==> src/rtl/dll_tap_pkg.sv <==
package dll_tap_pkg;
  typedef enum logic [1:0] {
    ST_ACQ   = 2'd0,
    ST_LOCK  = 2'd1,
    ST_FAULT = 2'd2
  } dll_state_e;

  localparam logic [1:0] PD_ALIGNED = 2'b00;
  localparam logic [1:0] PD_EARLY   = 2'b01;
  localparam logic [1:0] PD_LATE    = 2'b10;
  localparam logic [1:0] PD_INVALID = 2'b11;
endpackage

==> src/rtl/dll_step_gate.sv <==
// Qualifies detector samples: every cycle in 1X, every second cycle in 2X.
module dll_step_gate (
  input  logic clk_i,
  input  logic rst_n_i,
  input  logic fb_2x_i,
  output logic act_o
);
  logic phase_q;

  always_ff @(posedge clk_i) begin
    if (!rst_n_i) phase_q <= 1'b0;
    else          phase_q <= ~phase_q;
  end

  assign act_o = ~fb_2x_i | phase_q;
endmodule

==> src/rtl/dll_align_cnt.sv <==
// Counts consecutive aligned samples; done fires on the sample that completes the run.
module dll_align_cnt #(
  parameter int LOCK_CNT = 8
) (
  input  logic clk_i,
  input  logic rst_n_i,
  input  logic clr_i,
  input  logic inc_i,
  output logic done_o
);
  localparam int CW = $clog2(LOCK_CNT + 1);
  localparam logic [CW-1:0] LAST = CW'(LOCK_CNT - 1);

  logic [CW-1:0] cnt_q;

  always_ff @(posedge clk_i) begin
    if (!rst_n_i || clr_i) cnt_q <= '0;
    else if (inc_i)        cnt_q <= cnt_q + 1'b1;
  end

  assign done_o = inc_i && (cnt_q == LAST);
endmodule

==> src/rtl/dll_upd_timer.sv <==
// Periodic update tick while locked; restarts from zero whenever not running.
module dll_upd_timer #(
  parameter int UPD_INTERVAL = 16
) (
  input  logic clk_i,
  input  logic rst_n_i,
  input  logic run_i,
  output logic tick_o
);
  localparam int TW = (UPD_INTERVAL > 1) ? $clog2(UPD_INTERVAL) : 1;
  localparam logic [TW-1:0] LAST = TW'(UPD_INTERVAL - 1);

  logic [TW-1:0] cnt_q;

  assign tick_o = run_i && (cnt_q == LAST);

  always_ff @(posedge clk_i) begin
    if (!rst_n_i || !run_i) cnt_q <= '0;
    else if (tick_o)        cnt_q <= '0;
    else                    cnt_q <= cnt_q + 1'b1;
  end
endmodule

==> src/rtl/dll_tap_ctrl.sv <==
module dll_tap_ctrl
  import dll_tap_pkg::*;
#(
  parameter int TAP_W        = 8,
  parameter int LOCK_CNT     = 8,
  parameter int UPD_INTERVAL = 16
) (
  input  logic             clk_i,
  input  logic             rst_n_i,
  input  logic [1:0]       pd_code_i,
  input  logic             fb_2x_i,
  output logic [TAP_W-1:0] tap_o,
  output logic             locked_o,
  output logic             lim_err_o
);
  localparam logic [TAP_W-1:0] TAP_MAX = '1;
  localparam logic [TAP_W-1:0] TAP_MIN = '0;
  localparam logic [TAP_W-1:0] TAP_MID = {1'b1, {(TAP_W-1){1'b0}}};

  dll_state_e       state_q, state_d;
  logic [TAP_W-1:0] tap_q, tap_d;
  logic             act, tick, step_ok, align_done;
  logic             is_early, is_late, is_aligned, hit_lim;
  logic             acq_inc, acq_clr;

  dll_step_gate u_gate (
    .clk_i   (clk_i),
    .rst_n_i (rst_n_i),
    .fb_2x_i (fb_2x_i),
    .act_o   (act)
  );

  dll_upd_timer #(.UPD_INTERVAL(UPD_INTERVAL)) u_timer (
    .clk_i   (clk_i),
    .rst_n_i (rst_n_i),
    .run_i   (state_q == ST_LOCK),
    .tick_o  (tick)
  );

  dll_align_cnt #(.LOCK_CNT(LOCK_CNT)) u_align (
    .clk_i   (clk_i),
    .rst_n_i (rst_n_i),
    .clr_i   (acq_clr),
    .inc_i   (acq_inc),
    .done_o  (align_done)
  );

  always_comb begin
    is_early   = (pd_code_i == PD_EARLY);
    is_late    = (pd_code_i == PD_LATE);
    is_aligned = (pd_code_i == PD_ALIGNED);
    unique case (state_q)
      ST_ACQ:  step_ok = act;
      ST_LOCK: step_ok = tick;
      default: step_ok = 1'b0;
    endcase
    hit_lim = step_ok && ((is_early && tap_q == TAP_MAX) ||
                          (is_late  && tap_q == TAP_MIN));
    acq_inc = (state_q == ST_ACQ) && step_ok && is_aligned;
    acq_clr = (state_q != ST_ACQ) || (step_ok && !is_aligned);
  end

  always_comb begin
    state_d = state_q;
    tap_d   = tap_q;
    if (state_q != ST_FAULT) begin
      if (hit_lim) begin
        state_d = ST_FAULT;
      end else if (step_ok && is_early) begin
        tap_d = tap_q + 1'b1;
      end else if (step_ok && is_late) begin
        tap_d = tap_q - 1'b1;
      end else if (state_q == ST_ACQ && align_done) begin
        state_d = ST_LOCK;
      end
    end
  end

  always_ff @(posedge clk_i) begin
    if (!rst_n_i) begin
      state_q <= ST_ACQ;
      tap_q   <= TAP_MID;
    end else begin
      state_q <= state_d;
      tap_q   <= tap_d;
    end
  end

  assign tap_o     = tap_q;
  assign locked_o  = (state_q == ST_LOCK);
  assign lim_err_o = (state_q == ST_FAULT);
endmodule

==> config.mk <==
export PLATFORM = sky130hd
export DESIGN_NAME = dll_tap_ctrl
export DESIGN_NICKNAME = d
export VERILOG_FILES = /design/src/rtl/dll_tap_pkg.sv /design/src/rtl/dll_step_gate.sv /design/src/rtl/dll_align_cnt.sv /design/src/rtl/dll_upd_timer.sv /design/src/rtl/dll_tap_ctrl.sv
export SDC_FILE = /design/constraint.sdc
export NUM_CORES = 1
export LEC_CHECK = 0
export ABC_AREA = 0
export BUFFER_PORTS_ARGS = -buffer_cell sky130_fd_sc_hd__buf_4
export CAP_MARGIN = 20
export CORE_MARGIN = 3
export CORE_UTILIZATION = 25
export CTS_BUF_LIST = sky130_fd_sc_hd__clkbuf_8 sky130_fd_sc_hd__clkbuf_16
export CTS_CLUSTER_SIZE = 14
export DETAILED_ROUTE_END_ITERATION = 8
export PLACE_DENSITY_LB_ADDON = 0.08
export SYNTH_ARGS = -nofsm -noshare
export SYNTH_HDL_FRONTEND = slang
export SYNTH_SLANG_ARGS = --single-unit
export TNS_END_PERCENT = 100
==> constraint.sdc <==
create_clock -name clk_i -period 5.47 [get_ports clk_i]
set_input_delay 0.2735 -clock clk_i [delete_from_list [all_inputs] [get_ports clk_i]]
set_output_delay 0.2735 -clock clk_i [all_outputs]
set_load 0.01 [all_outputs]
==> impl_metrics.py, run 1 <==
metrics = {
    "global_route": {
        "global_route_wire_length_before_repair_microns": 4240,
        "first_global_vias": 900,
        "grt_antenna_before_repair": 0,
        "groute.usage.overall_pct": 10.1,
        "globalRoute.totalOverflow": 0,
        "maximum_number_of_pins_on_one_net_before_global_route_repair": 14,
    },
    "route": {
        "met2_wirelength_microns": 1190,
        "via_density": 4.88,
        "top_layer_in_use": "met4",
        "detail_route.wl_per_cell_microns": 12.7,
        "ant_nets": 0,
        "drc": 0,
        "detail_route.wirelength.met1_microns": 1200,
        "num_vias": 966,
        "drt-initial-drc-count": 73,
        "wl_met3_microns": 73,
        "wl_microns": 2510,
        "dr.pass1.iters": 5,
    },
    "cts": {
        "cts_post_setup_buffers_inserted": 0,
        "cts.hold.buffers_added": 0,
        "cts_htree_levels": 1,
        "clk_transition_reported_paths_ns": 0.08,
        "clkSinkCount": 19,
        "worstSkewPairLatency_ns": 0.26,
        "cts_buffer_depth": 2,
        "cts_made_buffers": 3,
        "cts_tree": "built",
        "ctsResizeCount": 0,
        "cts-root-buf": "sky130_fd_sc_hd__clkbuf_8",
    },
    "critical_path": {
        "worstPathBufferInverterCount": 1,
        "slowest_delay_ns": 0.62,
        "worst-setup-path-type": "reg2reg",
        "cp_max_fo": 13,
        "critical_path_s_top_delay_family": "simple AND/OR/NAND/NOR gates",
        "cpMaxStageDelayCell": "sky130_fd_sc_hd__nor2_1",
        "regToRegEndpoint": "tap_o[7]$_SDFFE_PN1P_",
        "critical_path.cell_chain": "ha_1 -> and3_1 -> a22oi_2 -> nor2_1 -> inv_2 -> ha_1 -> nand4_1 -> nor2_1 -> nor3_1 -> mux2_2 -> mux2_4",
        "setup.worst_path.end_class": "flip-flop",
        "timing.rr.start": "u_timer.cnt_q[0]$_SDFF_PP0_",
        "worst_r2r_path_depth": 11,
        "critical_path_cell_count": 11,
        "crit_arrival_ns": 3.32,
        "crit_path_start_kind": "flip-flop",
        "critical_path_required_ns": 5.63,
        "rrSetupSlack_ns": 2.31,
    },
    "power_and_ir_drop": {
        "design_power_total_uw": 405,
        "max-vdd-ir-drop_mv": 0.110,
        "power_density_nw_per_um2": 312,
        "p_leak_uw": 0.000528,
    },
    "floorplanning": {
        "io_pins": 15,
        "dieArea_sq_um": 5340,
        "dieHeight_microns": 73.1,
        "floorplan.initialDensity_pct": 27.0,
        "fp.coreArea_sq_um": 4170,
        "die_w_microns": 73.1,
        "rows": 23,
    },
    "final_layout": {
        "layout.core_utilization_pct": 31.1,
        "design_area_sq_um": 1300,
        "nNetsFinal": 159,
        "antenna_cells_inserted": 0,
        "post_route_cells_drive_above_1_share_pct": 17.6,
        "area_growth_from_synthesis_to_layout_pct": 15.5,
        "final.fill_count": 441,
    },
    "yosys": {
        "number_of_flops_mapped_to_enable_cells_by_yosys": 0,
        "synth_ff_type": "sky130_fd_sc_hd__dfxtp_1",
        "synthesis.instances": 137,
        "syn_area_sq_um": 1120,
        "synthDistinctLibCells": 44,
        "synth_async_sr_flop_share_pct": 0,
        "post_synth.cell_area_avg_sq_um": 8.21,
        "synthesis.nets": 147,
        "ys.warnings.count": 0,
        "sequential_cell_area_fraction_in_the_yosys_report_pct": 33.8,
        "yosys_register_bits": 19,
    },
    "timing": {
        "period_utilization_post_route_pct": 57.8,
        "worst_slew_pin_slew_ns": 0.783,
        "setup_viol": 0,
        "maxClockFrequency_ghz": 0.316,
        "worst_slew_margin_rel_pct": 47.6,
        "worst_clock_skew_ns": 0.00477,
        "fin_setup_tns_ns": 0,
        "finalCriticalPeriod_ns": 3.16,
        "setup_ws_ns": 2.31,
        "grt_setup_unrepaired": "false",
        "report.final.slew_viol_count": 0,
        "finalHoldViolations": 0,
    },
    "min_path": {
        "min_from": "rst_n_i",
        "whs_endpoint": "u_timer.cnt_q[2]$_SDFF_PP0_",
        "timing.hold.worst.class": "in2reg",
        "worst_hold_path.num_cells": 2,
    },
    "placement": {
        "dp_hpwl_microns": 1880,
        "i_o_buffers": 14,
        "pre_cts_ws_ns": 2.29,
        "placed_cell_area_sq_um": 1250,
        "place.gp.congestion": 0.829,
    },
    "outcome": {
        "result_of_the_run": "complete, no violations",
    },
    "run": {
        "cap_violations": 0,
    },
}
==> final cells by class <==
cell class | count | area, sq um | share of cell area, %
Multi-Input combinational cell | 106 | 686 | 52.8
Sequential cell | 19 | 380 | 29.3
Timing Repair Buffer | 14 | 105 | 8.09
Tap cell | 50 | 62.6 | 4.82
Clock buffer | 3 | 41.3 | 3.18
Inverter | 5 | 18.8 | 1.45
Clock inverter | 1 | 5.00 | 0.385
==> registers in the layout (all words and copies together) (netlist names) <==
signal,cells
state_q,2
tap_o,8
u_timer.cnt_q,4
u_gate.phase_q,1
u_align.cnt_q,4
==> kinds of logic (layout without fill, tap and decap cells) <==
kind of cell,Yosys count,in the layout,share of synthesized area [%]
AOI/OAI and AO/OA,21,21,13.2
xor gates and xnor gates,13,13,10.1
adders and majority gates,5,5,5.56
buffers and inverters,12,23,5.23
DFF,19,19,33.8
muxes,3,3,3.23
and+or+nand+nor,64,64,28.8
==> metrics by stage <==
step / instances / hold WS, ns
4_1_cts: 198 / 0.306
5_1_grt: 198 / 0.310
3_5_place_dp: 194 / 0.424
6_report: 198 / 0.307
2_1_floorplan: 137 / 0.383
3_3_place_gp: 194 / 0.421
==> worst reg2reg max path, delay by kind of cell, from the launching register on <==
kind | cells | cell delay [ns]
buffers and inverters | 1 | 0.16
AND/OR/NAND/NOR | 5 | 1.18
multiplexers | 2 | 0.66
adder cells (fa/ha/maj) | 2 | 0.61
AO/OA/AOI/OAI | 1 | 0.09
flip-flops | 1 | 0.36
==> report_power, final <==
group / internal [uW] / switching (uW)
Sequential: 151 / 23.4
Clock: 50.8 / 53.7
Combinational: 65.1 / 61.9
==> synth_stat cells (all sizes together), types with 2 or more instances <==
cell	instances	share of area [%]
nor2	28	10
or3	3	2.1
nor3	3	1.3
o22ai	2	1.1
o21ai	4	1.8
nand2b	4	2.2
nand4	4	2.2
nand2	9	3.0
xnor2	6	4.7
nand3	2	0.89
inv	4	1.3
clkbuf	3	1.0
and3	5	2.8
a21oi	3	1.3
buf	4	2.6
mux2	2	2.3
dfxtp	19	34
xor2	7	5.5
ha	5	5.6
a211oi	3	2.0
==> per-layer routing <==
layer / global-route usage [%] / vias up
met1: 12.2 / 444
met4: 2.46 / 0
met2: 17.5 / 18
met3: 2.89 / 6
met5: 0 / -
li1: - / 498
==> cells in the final DEF (no fill, tap or decap), drive strengths merged <==
master and count:
a2111oi 1, a211oi 3, a21boi 1, a21oi 3
a221oi 1, a22oi 1, a31o 1, a31oi 1
a41o 1, and2b 1, and3 5, and4b 1
buf 14, clkbuf 3, clkinv 2, dfxtp 19
ha 5, inv 4, mux2 2, mux2i 1
nand2 9, nand2b 4, nand3 2, nand3b 1
nand4 4, nor2 28, nor2b 1, nor3 3
nor4 1, o211ai 1, o21ai 4, o22ai 2
o31a 1, or3 3, or4 1, xnor2 6
xor2 7
==> worst max-delay path by stage <==
stage / from / end / slack, ns
2_1_floorplan: u_timer.cnt_q[0]$_SDFF_PP0_ / tap_o[7]$_SDFFE_PN1P_ / 2.91
3_3_place_gp: u_timer.cnt_q[0]$_SDFF_PP0_ / tap_o[7]$_SDFFE_PN1P_ / 2.36
3_5_place_dp: u_timer.cnt_q[0]$_SDFF_PP0_ / tap_o[7]$_SDFFE_PN1P_ / 2.29
4_1_cts: u_timer.cnt_q[0]$_SDFF_PP0_ / tap_o[7]$_SDFFE_PN1P_ / 2.29
5_1_grt: u_timer.cnt_q[0]$_SDFF_PP0_ / tap_o[7]$_SDFFE_PN1P_ / 2.00
6_report: u_timer.cnt_q[0]$_SDFF_PP0_ / tap_o[7]$_SDFFE_PN1P_ / 2.31
Note: power is estimated with default switching activity, not from simulation.
==> run 2: changes to the inputs <==
==> constraint.sdc (replaced) <==
create_clock -name clk_i -period 2.7 [get_ports clk_i]
set_input_delay 0.135 -clock clk_i [delete_from_list [all_inputs] [get_ports clk_i]]
set_output_delay 0.135 -clock clk_i [all_outputs]
set_load 0.01 [all_outputs]
==> impl_metrics.py, run 2 (synthesis gave the netlist of run 1 again) <==
metrics = {
    "power_and_ir_drop": {
        "max-vdd-ir-drop_mv": 0.186,
        "share_clk_of_total_power_pct": 24.8,
        "seqPwrFrac_pct": 41.8,
        "cellInternalPower_uw": 556,
        "power_frac_comb_pct": 33.3,
        "power_density_nw_per_um2": 617,
        "netSwitchingPower_uw": 282,
        "p_leak_uw": 0.000548,
        "swShare_pct": 33.7,
    },
    "critical_path": {
        "timing.rr.start": "u_timer.cnt_q[0]$_SDFF_PP0_",
        "rrSetupSlack_ns": 0.23,
        "worst_r2r_path_depth": 11,
        "crit_path_start_kind": "flip-flop",
        "cpMaxStageDelayCell": "sky130_fd_sc_hd__mux2_2",
        "setup.worst_path.end_class": "flip-flop",
        "critical_path_required_ns": 2.85,
        "critical_path.cell_chain": "ha_1 -> and3_1 -> a22oi_2 -> nor2_2 -> inv_2 -> ha_1 -> nor2_1 -> a221oi_2 -> nor3_2 -> mux2_2 -> mux2_4",
        "regToRegEndpoint": "tap_o[7]$_SDFFE_PN1P_",
        "path_common_cell": "sky130_fd_sc_hd__ha_1",
        "slowest_delay_ns": 0.36,
        "worst-setup-path-type": "reg2reg",
        "crit_arrival_ns": 2.63,
        "cp_max_fo": 6,
    },
    "floorplanning": {
        "dieArea_sq_um": 5340,
        "fp.coreArea_sq_um": 4170,
        "die_w_microns": 73.1,
        "io_pins": 15,
        "floorplan.initialDensity_pct": 27.0,
        "dieHeight_microns": 73.1,
        "rows": 23,
    },
    "final_layout": {
        "multi_input_area_sq_um": 704,
        "area_growth_from_synthesis_to_layout_pct": 20.8,
        "largest_register_ff_count": 8,
        "nNetsFinal": 164,
        "post_route_cells_drive_above_1_share_pct": 24.2,
        "layout.cells.most_common": "sky130_fd_sc_hd__nor2_1",
        "final.fill_count": 441,
        "seqCellArea_sq_um": 382,
        "layout.cells.most_common_list": "26 x sky130_fd_sc_hd__nor2_1, 19 x sky130_fd_sc_hd__buf_4, 18 x sky130_fd_sc_hd__dfxtp_1",
        "antenna_cells_inserted": 0,
    },
    "timing": {
        "finalCriticalPeriod_ns": 2.47,
        "fin_setup_tns_ns": 0,
        "worst_slew_margin_rel_pct": 75.8,
        "maxClockFrequency_ghz": 0.404,
        "period_utilization_post_route_pct": 91.6,
        "report.final.slew_viol_count": 0,
        "grt_setup_unrepaired": "false",
        "setup_viol": 0,
        "finalHoldViolations": 0,
        "worst_hold_slack_ns": 0.183,
        "worst_clock_skew_ns": 0.00259,
        "worst_slew_pin_slew_ns": 0.353,
    },
    "global_route": {
        "maximum_number_of_pins_on_one_net_before_global_route_repair": 13,
        "global_route_wire_length_before_repair_microns": 4310,
        "first_global_vias": 939,
        "grt_antenna_before_repair": 0,
        "globalRoute.totalOverflow": 0,
        "groute.usage.overall_pct": 10.4,
    },
    "placement": {
        "place.gp.congestion": 0.873,
        "i_o_buffers": 14,
        "dp_hpwl_microns": 2000,
    },
    "route": {
        "ant_nets": 0,
        "wl_microns": 2590,
        "dr.pass1.iters": 4,
        "drt-initial-drc-count": 73,
        "detail_route.wl_per_cell_microns": 12.8,
        "drc": 0,
        "num_vias": 1004,
        "via_density": 4.95,
    },
    "cts": {
        "cts_made_buffers": 3,
        "clkSinkCount": 19,
        "cts_tree": "built",
        "cts-root-buf": "sky130_fd_sc_hd__clkbuf_8",
        "cts_htree_levels": 1,
        "clk_transition_reported_paths_ns": 0.08,
        "cts_buffer_depth": 2,
        "cts_post_setup_buffers_inserted": 0,
        "worstSkewPairLatency_ns": 0.26,
        "cts.hold.buffers_added": 0,
    },
    "run": {
        "cap_violations": 0,
    },
    "outcome": {
        "result_of_the_run": "complete, no violations",
    },
    "min_path": {
        "min_from": "rst_n_i",
        "worst_hold_path.num_cells": 2,
        "timing.hold.worst.class": "in2reg",
        "whs_endpoint": "u_timer.cnt_q[2]$_SDFF_PP0_",
    },
}
## run 2: stage by stage
| step | util [%] | total power, uW | instances | cell area [sq um] | worst slack [ns] |
|---|---|---|---|---|---|
| global placement | 30.9 | 630 | 199 | 1290 | 0.206 |
| CTS | 32.1 | 847 | 203 | 1340 | 0.134 |
| floorplan | - | 545 | 137 | 1120 | 0.139 |
| global route | 32.6 | 903 | 203 | 1360 | 0.0169 |
| finish | 32.6 | 839 | 203 | 1360 | 0.227 |
| detailed placement | 30.9 | 628 | 199 | 1290 | 0.149 |
## run 2: repair_timing
item | 4_1_cts | 5_1_grt
resized for setup | 0 | 6
hold endpoints to repair | 0 | 0
setup endpoints to repair | 0 | 2
## run 2: per-layer routing
metal  vias to the layer above  track usage [%]  part of all wire [%]
li1                        509                -                     -
met1                       464             13.0                    45
met2                        23             16.3                    47
met3                         8             3.17                   4.9
met4                         0             4.92                   2.9
met5                         -                0                     0
## run 2: how the worst max path moves through the flow
stage	startpoint	endpoint	slack, ns
3_5_place_dp	u_timer.cnt_q[0]$_SDFF_PP0_	tap_o[7]$_SDFFE_PN1P_	0.15
4_1_cts	u_timer.cnt_q[0]$_SDFF_PP0_	tap_o[7]$_SDFFE_PN1P_	0.13
5_1_grt	u_timer.cnt_q[0]$_SDFF_PP0_	tap_o[6]$_SDFFE_PN0P_	0.02
2_1_floorplan	u_timer.cnt_q[0]$_SDFF_PP0_	tap_o[7]$_SDFFE_PN1P_	0.14
6_report	u_timer.cnt_q[0]$_SDFF_PP0_	tap_o[7]$_SDFFE_PN1P_	0.23
3_3_place_gp	u_timer.cnt_q[0]$_SDFF_PP0_	tap_o[6]$_SDFFE_PN0P_	0.21
## run 2: power by group through the flow
stage | registers [uW] | logic (uW) | clock network [uW]
floorplan | 345 | 201 | 0
global placement | 359 | 271 | 0
detailed placement | 358 | 270 | 0
CTS | 351 | 271 | 225
global route | 358 | 313 | 232
finish | 351 | 280 | 208
## run 2: critical path, delay by kind of cell, from the launching register on
family	cells	cell delay (ns)
mux	2	0.65
flops	1	0.33
simple gates	4	0.57
compound gates	2	0.21
buf+inv	1	0.10
fa+ha+maj	2	0.49
## run 2: final cells by class
type | count | area share (%)
clock buffer | 3 | 3.04
clock inverter | 1 | 0.552
inverter | 5 | 1.38
multi-input combinational | 106 | 51.8
sequential | 19 | 28.1
tap | 50 | 4.60
timing repair buffer | 19 | 10.5
==> run 3: changes to the inputs <==
--- a/config.mk
+++ b/config.mk
@@ -9,7 +9,7 @@
 export BUFFER_PORTS_ARGS = -buffer_cell sky130_fd_sc_hd__buf_4
 export CAP_MARGIN = 20
 export CORE_MARGIN = 3
-export CORE_UTILIZATION = 25
+export CORE_UTILIZATION = 50
 export CTS_BUF_LIST = sky130_fd_sc_hd__clkbuf_8 sky130_fd_sc_hd__clkbuf_16
 export CTS_CLUSTER_SIZE = 14
 export DETAILED_ROUTE_END_ITERATION = 8
==> impl_metrics.py, run 3 (synthesis gave the netlist of run 1 again) <==
metrics = {
    "placement": {
        "placed_cell_area_sq_um": 1250,
        "dp_hpwl_microns": 1650,
        "pre_cts_ws_ns": 0.160,
        "place.gp.congestion": 0.819,
        "i_o_buffers": 14,
    },
    "timing": {
        "finalCriticalPeriod_ns": 2.51,
        "report.final.slew_viol_count": 0,
        "worst_slew_pin_slew_ns": 0.403,
        "setup_ws_ns": 0.190,
        "finalHoldViolations": 0,
        "worst_clock_skew_ns": 0.00675,
        "maxClockFrequency_ghz": 0.398,
        "fin_setup_tns_ns": 0,
        "worst_slew_margin_rel_pct": 72.4,
        "period_utilization_post_route_pct": 93.0,
        "setup_viol": 0,
    },
    "final_layout": {
        "layout.cells.most_common": "sky130_fd_sc_hd__nor2_1",
        "layout.cells.most_common_list": "27 x sky130_fd_sc_hd__nor2_1, 19 x sky130_fd_sc_hd__dfxtp_1, 17 x sky130_fd_sc_hd__buf_4",
        "nNetsFinal": 162,
        "largest_register_ff_count": 8,
        "antenna_cells_inserted": 0,
        "area_growth_from_synthesis_to_layout_pct": 15.8,
        "post_route_cells_drive_above_1_share_pct": 20.5,
        "design_area_sq_um": 1300,
        "final.fill_count": 192,
    },
    "cts": {
        "cts_made_buffers": 3,
        "ctsResizeCount": 0,
        "cts_buffer_depth": 2,
        "worstSkewPairLatency_ns": 0.26,
        "clk_transition_reported_paths_ns": 0.07,
        "cts_tree": "built",
        "cts-root-buf": "sky130_fd_sc_hd__clkbuf_8",
        "cts_post_setup_buffers_inserted": 0,
        "clkSinkCount": 19,
        "cts.hold.buffers_added": 0,
        "cts_htree_levels": 1,
    },
    "route": {
        "top_layer_in_use": "met4",
        "met2_wirelength_microns": 1020,
        "wl_met3_microns": 86,
        "drc": 0,
        "detail_route.wl_per_cell_microns": 12.3,
        "dr.pass1.iters": 4,
        "detail_route.wirelength.met1_microns": 1040,
        "via_density": 5.35,
        "drt-initial-drc-count": 16,
        "ant_nets": 0,
        "wl_microns": 2200,
        "num_vias": 953,
    },
    "critical_path": {
        "slowest_delay_ns": 0.37,
        "worstPathBufferInverterCount": 1,
        "crit_arrival_ns": 2.66,
        "crit_path_start_kind": "flip-flop",
        "critical_path_s_top_delay_family": "multiplexers",
        "timing.rr.start": "u_timer.cnt_q[0]$_SDFF_PP0_",
        "critical_path_startpoint": "u_timer.cnt_q[0]$_SDFF_PP0_",
        "cp_max_fo": 7,
        "critical_path_required_ns": 2.85,
        "cpMaxStageDelayCell": "sky130_fd_sc_hd__mux2_2",
        "worst-setup-path-type": "reg2reg",
        "setup.worst_path.end_class": "flip-flop",
        "critical_path.cell_chain": "ha_1 -> and3_1 -> a22oi_2 -> nor2_1 -> inv_2 -> ha_2 -> o22ai_1 -> a221oi_1 -> nor3_1 -> mux2_2 -> mux2_4",
    },
    "global_route": {
        "grt_antenna_before_repair": 0,
        "global_route_wire_length_before_repair_microns": 3840,
        "groute.usage.overall_pct": 18.3,
        "first_global_vias": 909,
        "maximum_number_of_pins_on_one_net_before_global_route_repair": 13,
        "globalRoute.totalOverflow": 0,
    },
    "floorplanning": {
        "dieArea_sq_um": 2850,
        "floorplan.initialDensity_pct": 55.1,
        "rows": 16,
        "io_pins": 15,
        "die_w_microns": 53.4,
        "fp.coreArea_sq_um": 2040,
        "dieHeight_microns": 53.4,
    },
    "power_and_ir_drop": {
        "p_leak_uw": 0.000540,
        "max-vdd-ir-drop_mv": 0.448,
        "power_density_nw_per_um2": 628,
    },
    "run": {
        "cap_violations": 0,
    },
    "outcome": {
        "result_of_the_run": "complete, no violations",
    },
    "min_path": {
        "min_from": "rst_n_i",
        "timing.hold.worst.class": "in2reg",
    },
}
[run 3: changes by cell type in the layout (fill, tap and decap cells not counted), sizes merged]
cell,before,now
buf,19,17
[run 3: where the power goes]
| part | leakage, uW | internal [uW] | total (uW) | switching, uW |
|---|---|---|---|---|
| sequential | 0.000155 | 305 | 351 | 45.4 |
| clock | 0.0000217 | 104 | 201 | 97.1 |
| combinational | 0.000363 | 140 | 267 | 127 |
| total | 0.000540 | 549 | 819 | 269 |
[run 3: final cells by class]
type                    count  area, sq um  share of cell area [%]
multi-input cells         106          693                    53.2
flip-flops and latches     19          380                    29.2
repair buffers             17          128                    9.80
clock buffers               3         41.3                    3.17
well taps                  27         33.8                    2.59
inverters                   5         18.8                    1.44
clock inverters             1         7.51                   0.576
[run 3: worst paths after layout]
path	to	slack [ns]	cells after the start
max	tap_o[7]$_SDFFE_PN1P_	0.19	11
min	u_timer.cnt_q[2]$_SDFF_PP0_	0.17	2
max reg2reg	tap_o[7]$_SDFFE_PN1P_	0.19	11
min reg2reg	u_gate.phase_q$_SDFF_PN0_	0.41	1
[run 3: stage by stage]
| stage | util, % | hold slack [ns] | instances | total power [uW] |
|---|---|---|---|---|
| after floorplan | - | 0.281 | 137 | 545 |
| after global placement | 61.0 | 0.390 | 174 | 615 |
| after detailed placement | 61.0 | 0.397 | 174 | 618 |
| after CTS | 63.4 | 0.163 | 178 | 822 |
| after global routing | 63.8 | 0.181 | 178 | 877 |
| final | 63.8 | 0.166 | 178 | 819 |
[run 3: per-layer routing]
layer	GRT usage (%)	vias up
met2	29.0	18
met3	4.23	7
met4	8.94	0
li1	-	507
met1	22.8	421
met5	0	-
